$ cat config.mk
export PLATFORM = sky130hd
export DESIGN_NAME = trig_unit
export DESIGN_NICKNAME = d
export VERILOG_FILES = /design/src/rtl/trig_pkg.sv /design/src/rtl/trig_probe_cond.sv /design/src/rtl/trig_regbank.sv /design/src/rtl/trig_unit.sv
export SDC_FILE = /design/constraint.sdc
export NUM_CORES = 1
export LEC_CHECK = 0
export BUFFER_PORTS_ARGS = -buffer_cell sky130_fd_sc_hd__buf_2
export CORE_UTILIZATION = 60
export CTS_BUF_LIST = sky130_fd_sc_hd__clkbuf_8
export CTS_CLUSTER_DIAMETER = 50
export DETAILED_ROUTE_END_ITERATION = 6
export PLACE_DENSITY = 0.83
export SLEW_MARGIN = 20
export SYNTH_ARGS = -nofsm -noshare
export SYNTH_HDL_FRONTEND = slang
export SYNTH_HIERARCHICAL = 1
export SYNTH_SLANG_ARGS = --single-unit
$ cat constraint.sdc
create_clock -name clk -period 6.35 [get_ports clk]
set_clock_uncertainty 0.05 [all_clocks]
set_input_delay 0.635 -clock clk [delete_from_list [all_inputs] [get_ports clk]]
set_output_delay 0.635 -clock clk [all_outputs]
set_load 0.05 [all_outputs]
$ cat src/rtl/trig_pkg.sv
package trig_pkg;
  localparam int BUS_W      = 16;
  localparam int OP_W       = 4;
  localparam int NUM_PROBES = 4;

  localparam logic [OP_W-1:0] OP_OFF  = 4'd0;
  localparam logic [OP_W-1:0] OP_RISE = 4'd1;
  localparam logic [OP_W-1:0] OP_FALL = 4'd2;
  localparam logic [OP_W-1:0] OP_CHG  = 4'd3;
  localparam logic [OP_W-1:0] OP_GE   = 4'd4;
  localparam logic [OP_W-1:0] OP_LE   = 4'd5;
  localparam logic [OP_W-1:0] OP_GT   = 4'd6;
  localparam logic [OP_W-1:0] OP_LT   = 4'd7;
  localparam logic [OP_W-1:0] OP_EQ   = 4'd8;
  localparam logic [OP_W-1:0] OP_NE   = 4'd9;

  typedef struct packed {
    logic [BUS_W-1:0] addr;
    logic [BUS_W-1:0] wdata;
    logic [BUS_W-1:0] rdata;
    logic             we;
    logic             valid;
  } bus_req_t;
endpackage

$ cat src/rtl/trig_probe_cond.sv
module trig_probe_cond
  import trig_pkg::*;
#(
  parameter int W = 4
) (
  input  logic             clk,
  input  logic             rst,
  input  logic [W-1:0]     probe,
  input  logic [OP_W-1:0]  op,
  input  logic [BUS_W-1:0] arg,
  output logic             cond
);
  logic [W-1:0]     prev_q;
  logic [BUS_W-1:0] cur_x;
  logic [BUS_W-1:0] prev_x;

  always_ff @(posedge clk) begin
    if (rst) prev_q <= '0;
    else     prev_q <= probe;
  end

  assign cur_x  = BUS_W'(probe);
  assign prev_x = BUS_W'(prev_q);

  always_comb begin
    case (op)
      OP_RISE: cond = cur_x > prev_x;
      OP_FALL: cond = cur_x < prev_x;
      OP_CHG:  cond = cur_x != prev_x;
      OP_GE:   cond = cur_x >= arg;
      OP_LE:   cond = cur_x <= arg;
      OP_GT:   cond = cur_x > arg;
      OP_LT:   cond = cur_x < arg;
      OP_EQ:   cond = cur_x == arg;
      OP_NE:   cond = cur_x != arg;
      default: cond = 1'b0;
    endcase
  end
endmodule

$ cat src/rtl/trig_regbank.sv
module trig_regbank
  import trig_pkg::*;
#(
  parameter int BASE_ADDR = 2,
  parameter int N         = NUM_PROBES
) (
  input  logic                      clk,
  input  logic                      rst,
  input  bus_req_t                  req_i,
  output bus_req_t                  req_o,
  output logic [N-1:0][OP_W-1:0]    op_q,
  output logic [N-1:0][BUS_W-1:0]   arg_q
);
  localparam logic [BUS_W-1:0] LO = BASE_ADDR[BUS_W-1:0];
  localparam logic [BUS_W-1:0] HI = LO + BUS_W'(2 * N);

  logic             hit;
  logic [BUS_W-1:0] offs;
  logic [N-1:0]     wr_op;
  logic [N-1:0]     wr_arg;
  logic [BUS_W-1:0] rd_val;
  logic             live;

  assign hit  = (req_i.addr >= LO) && (req_i.addr < HI);
  assign offs = req_i.addr - LO;

  for (genvar k = 0; k < N; k++) begin : g_regs
    assign wr_op[k]  = req_i.valid && req_i.we && hit && (offs == BUS_W'(2 * k));
    assign wr_arg[k] = req_i.valid && req_i.we && hit && (offs == BUS_W'(2 * k + 1));

    always_ff @(posedge clk) begin
      if (rst) begin
        op_q[k]  <= '0;
        arg_q[k] <= '0;
      end else begin
        if (wr_op[k])  op_q[k]  <= req_i.wdata[OP_W-1:0];
        if (wr_arg[k]) arg_q[k] <= req_i.wdata;
      end
    end
  end

  always_comb begin
    rd_val = '0;
    for (int k = 0; k < N; k++) begin
      if (offs == BUS_W'(2 * k))     rd_val = BUS_W'(op_q[k]);
      if (offs == BUS_W'(2 * k + 1)) rd_val = arg_q[k];
    end
  end

  always_ff @(posedge clk) begin
    if (rst) begin
      req_o <= '0;
      live  <= 1'b0;
    end else begin
      live        <= 1'b1;
      req_o.addr  <= req_i.addr;
      req_o.wdata <= req_i.wdata;
      req_o.we    <= req_i.we;
      req_o.valid <= req_i.valid;
      req_o.rdata <= (req_i.valid && !req_i.we && hit) ? rd_val : req_i.rdata;
    end
  end

  AST_VALID_FWD: assert property (@(posedge clk) disable iff (rst)
    live |-> req_o.valid == $past(req_i.valid));
  AST_ADDR_FWD: assert property (@(posedge clk) disable iff (rst)
    live && $past(req_i.valid) |-> req_o.addr == $past(req_i.addr));
  AST_MISS_RDATA: assert property (@(posedge clk) disable iff (rst)
    live && $past(req_i.valid && !hit) |-> req_o.rdata == $past(req_i.rdata));
  AST_ARG_HOLD: assert property (@(posedge clk) disable iff (rst)
    live && !$past(req_i.valid && req_i.we) |-> $stable(arg_q));
  AST_OP_HOLD: assert property (@(posedge clk) disable iff (rst)
    live && !$past(req_i.valid && req_i.we) |-> $stable(op_q));
endmodule

$ cat src/rtl/trig_unit.sv
module trig_unit
  import trig_pkg::*;
#(
  parameter int BASE_ADDR = 2,
  parameter int WIDE_W    = 4
) (
  input  logic              clk,
  input  logic              rst,
  input  logic              probe_a,
  input  logic              probe_b,
  input  logic              probe_c,
  input  logic [WIDE_W-1:0] probe_d,
  input  logic [15:0]       bus_addr_i,
  input  logic [15:0]       bus_wdata_i,
  input  logic [15:0]       bus_rdata_i,
  input  logic              bus_we_i,
  input  logic              bus_valid_i,
  output logic [15:0]       bus_addr_o,
  output logic [15:0]       bus_wdata_o,
  output logic [15:0]       bus_rdata_o,
  output logic              bus_we_o,
  output logic              bus_valid_o,
  output logic              trig_o
);
  localparam int N = NUM_PROBES;

  bus_req_t                    req_in;
  bus_req_t                    req_out;
  logic [N-1:0][OP_W-1:0]      op_q;
  logic [N-1:0][BUS_W-1:0]     arg_q;
  logic [N-1:0][WIDE_W-1:0]    probe_pk;
  logic [N-1:0]                cond;
  logic                        all_off;
  logic                        live;

  assign req_in = '{addr: bus_addr_i, wdata: bus_wdata_i, rdata: bus_rdata_i,
                    we: bus_we_i, valid: bus_valid_i};

  trig_regbank #(.BASE_ADDR(BASE_ADDR), .N(N)) u_regs (
    .clk   (clk),
    .rst   (rst),
    .req_i (req_in),
    .req_o (req_out),
    .op_q  (op_q),
    .arg_q (arg_q)
  );

  assign bus_addr_o  = req_out.addr;
  assign bus_wdata_o = req_out.wdata;
  assign bus_rdata_o = req_out.rdata;
  assign bus_we_o    = req_out.we;
  assign bus_valid_o = req_out.valid;

  assign probe_pk[0] = WIDE_W'(probe_a);
  assign probe_pk[1] = WIDE_W'(probe_b);
  assign probe_pk[2] = WIDE_W'(probe_c);
  assign probe_pk[3] = probe_d;

  for (genvar k = 0; k < N; k++) begin : g_cond
    trig_probe_cond #(.W(WIDE_W)) u_cond (
      .clk   (clk),
      .rst   (rst),
      .probe (probe_pk[k]),
      .op    (op_q[k]),
      .arg   (arg_q[k]),
      .cond  (cond[k])
    );
  end

  always_comb begin
    all_off = 1'b1;
    for (int k = 0; k < N; k++)
      if (op_q[k] != OP_OFF && op_q[k] <= OP_NE) all_off = 1'b0;
  end

  always_ff @(posedge clk) begin
    if (rst) begin
      trig_o <= 1'b0;
      live   <= 1'b0;
    end else begin
      trig_o <= |cond;
      live   <= 1'b1;
    end
  end

  AST_ALL_OFF_QUIET: assert property (@(posedge clk) disable iff (rst)
    live && $past(all_off) |-> !trig_o);
  AST_WIDE_EQ_FIRES: assert property (@(posedge clk) disable iff (rst)
    live && $past(op_q[3] == OP_EQ && BUS_W'(probe_d) == arg_q[3]) |-> trig_o);
  AST_WIDE_GT_FIRES: assert property (@(posedge clk) disable iff (rst)
    live && $past(op_q[3] == OP_GT && BUS_W'(probe_d) > arg_q[3]) |-> trig_o);
endmodule

==> results.md <==
* RePlAce Congestion at 0.894
* Critical Path Max Stage Delay at 0.72 ns
* CP Data Required Time at 6.68 ns
* TritonCTS clock tree: done
* Area fraction of the dominant cell type after synthesis at 39.0%
* # port buffers at 109
* Yosys top cell by area: dfxtp_1
* PD cells at 215 mW/mm^2
* Crit path cell chain: buf_2 -> inv_1 -> ha_1 -> nand2b_1 -> or2_2 -> a2111oi_2 -> a32oi_1 -> o21ai_0
* Hpwl dp at 14000 um
* Area Growth Syn to Fin at 13.8%
* CORE AREA at 0.0121 sq mm
* Die height at 114 um
* Post-CTS Setup Bufs at 0
* First-pass GRT wire length at 31200 um
* CP top delay family: compound AO/OA/AOI/OAI gates
* Number of global-route vias before repair at 6191
* Logic pwr share at 12.8%
* Layout cells sized above 1 at 22.4%
* Top_reg_cell synth: dfxtp_1
* Number of synthesized register bits at 147
* Worst Setup Path Type: in2reg
* CP endpoint kind: flop
* Async SR Flop Fraction at 0%
* Cts repair resizes at 0
* Post-Route WL at 19700 um
* Routed vias/inst at 6.00
* Stages on worst setup path at 8
* Die area at 0.0130 sq mm
* Largest net degree at the start of global routing at 90
* EDFF count, synth at 0
* Total gr overflow at 0
* Final hold vios at 0
* CP Capture Point: u_regs/req_o[3]
* Antenna violations before repair at 0
* Final setup fails at 0
* Reg-to-Reg End: trig_o
* GRT Overall Usage at 31.3%
* Crit path setup slack, layout at 2.84 ns
* Clock share of power at 35.8%
* Register Area at 0.00294 sq mm
* Starting DRT DRC Count at 593
* R2R Setup Slk at 4.08 ns
* Row cnt at 40
* Multi-input gate area at 0.00438 sq mm
* Nets at 1049
* Switching power share of the total at 29.7%
* WP buf/inv at 2
* Reg clk slew, reported paths at 0.08 ns
* Drt wl/cell at 17.4 um
* Ant. Diodes at 0
* Drt first pass iters at 6
* Number of fill cells at 964
* Register area share after synthesis at 39.0%
* Starting Density at 62.3%
* Post-route clock period utilization at 55.2%
* Launch point of the worst path: bus_addr_i[1]
* Clock Sinks at 147
* NetSw at 548 uW
* CTS Buf Count at 17
* Clk root buf: clkbuf_8
* RSZ-0062 raised after global routing: false
* Post-layout min period at 3.51 ns
* Synth unique cells at 67
* Final Non-Filler Cells at 1137
* Worst IR Drop VDD at 0.201 mV
* Final slew viol count at 0
* Netlist Area Pre-Place at 0.00754 sq mm
* Max frequency at 285 MHz
* CP Max Fanout at 22
* Status: complete, no violations
* Num ports at 110
* Synth area leaders: dfxtp_1 (39%), nand2_1 (6.8%), ha_1 (5.6%)
* # Max-Cap Violations at 0
* CP Launch Type: input port
* Routed Antenna Nets at 0
* Worst EP arrival at 3.83 ns
* Hold Crit Class: in2reg
* Slowest-stage cell, CP: ha_1
* Final core utilization at 70.8%
* Reg-to-Reg Start: u_regs/arg_q[1]
* Worst setup slack after placement at 2.40 ns
* Synth warnings at 6
* Relative slew slack at 38.0%
* Hold-fix buffers, CTS at 0
* Cells after Synth at 845
* DRC at 0
* Final setup TNS at 0 ns
* Synth Area per Inst at 8.93 sq um
* P_leak at 0.00340 uW
* H-Tree Level Count at 4
* Int Power at 1300 uW
* Latest clock arrival within the worst-skew pair at 0.48 ns
* Inst Count DP at 1105
* Sequential power share at 51.4%
* Via count at 6827
* Slew @ Worst Pin at 0.923 ns
* Clk buf depth at 2
* Die Span X at 114 um
* Pwr Total at 1840 uW
* Number of cells on the worst reg-to-reg path at 9
[power groups by stage]
stage          clock network [uW]  logic, uW  registers, uW
2_1_floorplan                   0        104           1030
3_3_place_gp                    0        227            970
3_5_place_dp                    0        230            970
4_1_cts                       667        232            948
5_1_grt                       714        254            951
6_report                      661        235            948
[cells by family (layout without fill, tap and decap cells)]
logic type | count (synthesis) | after routing | synth area share, %
xor+xnor | 7 | 7 | 0.813
flops | 147 | 147 | 39.0
buf+inv | 78 | 176 | 4.26
simple gates | 346 | 346 | 27.1
compound gates | 196 | 196 | 18.1
mux | 36 | 36 | 5.01
other cells | 1 | 27 | 0.0497
fa+ha+maj | 34 | 34 | 5.64
[stage by stage]
| stage | hold slack [ns] | cell area (sq um) |
|---|---|---|
| 2_1_floorplan | 0.391 | 7640 |
| 6_report | 0.332 | 8580 |
| 3_3_place_gp | 0.410 | 8220 |
| 4_1_cts | 0.314 | 8570 |
| 3_5_place_dp | 0.420 | 8220 |
| 5_1_grt | 0.335 | 8580 |
[cell usage after synthesis (all sizes together), types with 12 or more instances]
master / number
a211oi: 20
ha: 34
nor3: 14
nor4: 19
inv: 32
a21oi: 82
o211ai: 13
nor2b: 48
nand3: 18
o21ai: 15
clkbuf: 35
nor2: 38
dfxtp: 147
mux2: 14
nand2: 137
nand4: 12
mux2i: 22
[cells in the final DEF (no fill, tap or decap), drive strengths merged, types with 6 or more instances in the layout]
| cell | Yosys | final |
|---|---|---|
| buf | 11 | 112 |
| and3 | 7 | 7 |
| nor4 | 19 | 19 |
| a21o | 8 | 8 |
| a21oi | 82 | 82 |
| nor3 | 14 | 14 |
| nand3b | 6 | 6 |
| nor2b | 48 | 48 |
| and4 | 9 | 9 |
| clkbuf | 35 | 18 |
| nand2 | 137 | 137 |
| nand3 | 18 | 18 |
| o21bai | 7 | 7 |
| inv | 32 | 39 |
| ha | 34 | 34 |
| dfxtp | 147 | 147 |
| a211o | 6 | 6 |
| a221o | 6 | 6 |
| mux2 | 14 | 14 |
| o21ai | 15 | 15 |
| conb | 1 | 27 |
| o211ai | 13 | 13 |
| nor2 | 38 | 38 |
| or2 | 7 | 7 |
| nand4 | 12 | 12 |
| xnor2 | 6 | 6 |
| a211oi | 20 | 20 |
| a31oi | 7 | 7 |
| mux2i | 22 | 22 |
[how the worst min path moves through the flow]
stage,slack (ns),cells past startpoint,end,from
floorplan,0.39,2,u_regs/arg_q[49],u_regs/arg_q[49]
global placement,0.41,2,u_regs/arg_q[50],u_regs/arg_q[50]
detailed placement,0.42,2,u_regs/arg_q[50],u_regs/arg_q[50]
CTS,0.31,2,u_regs/req_o[0],bus_valid_i
global route,0.34,2,u_regs/req_o[0],bus_valid_i
finish,0.33,2,u_regs/req_o[0],bus_valid_i
[cell type report]
class	instances	area share, %
clock inverters	14	1.23
inverters	32	1.40
multi-input cells	646	51.1
flip-flops and latches	147	34.3
clock buffers	18	2.89
well taps	168	2.45
repair buffers	112	6.65
[routing by layer]
layer	up-vias	GRT usage (%)	routed length, um
met3	45	7.41	1660
met4	0	13.4	554
met5	-	0	0
met1	3212	41.3	8600
met2	338	48.8	8910
li1	3232	-	-
[sequential cells by signal, indices dropped and copies added, names as in the netlist]
register              count
u_regs/arg_q             64
trig_o                    1
u_regs/op_q              16
g_cond.u_cond/prev_q     16
u_regs/req_o             50
[worst register-to-register path: stages, from the launching register on]
cell	delay, ns
dfxtp_1	0.37
inv_1	0.06
ha_1	0.29
and2b_2	0.20
o211ai_1	0.24
a211oi_2	0.11
a211oi_1	0.22
nand3_1	0.17
nor4_1	0.35
nor2_1	0.07
No activity file was read; power rests on OpenSTA's default activity.
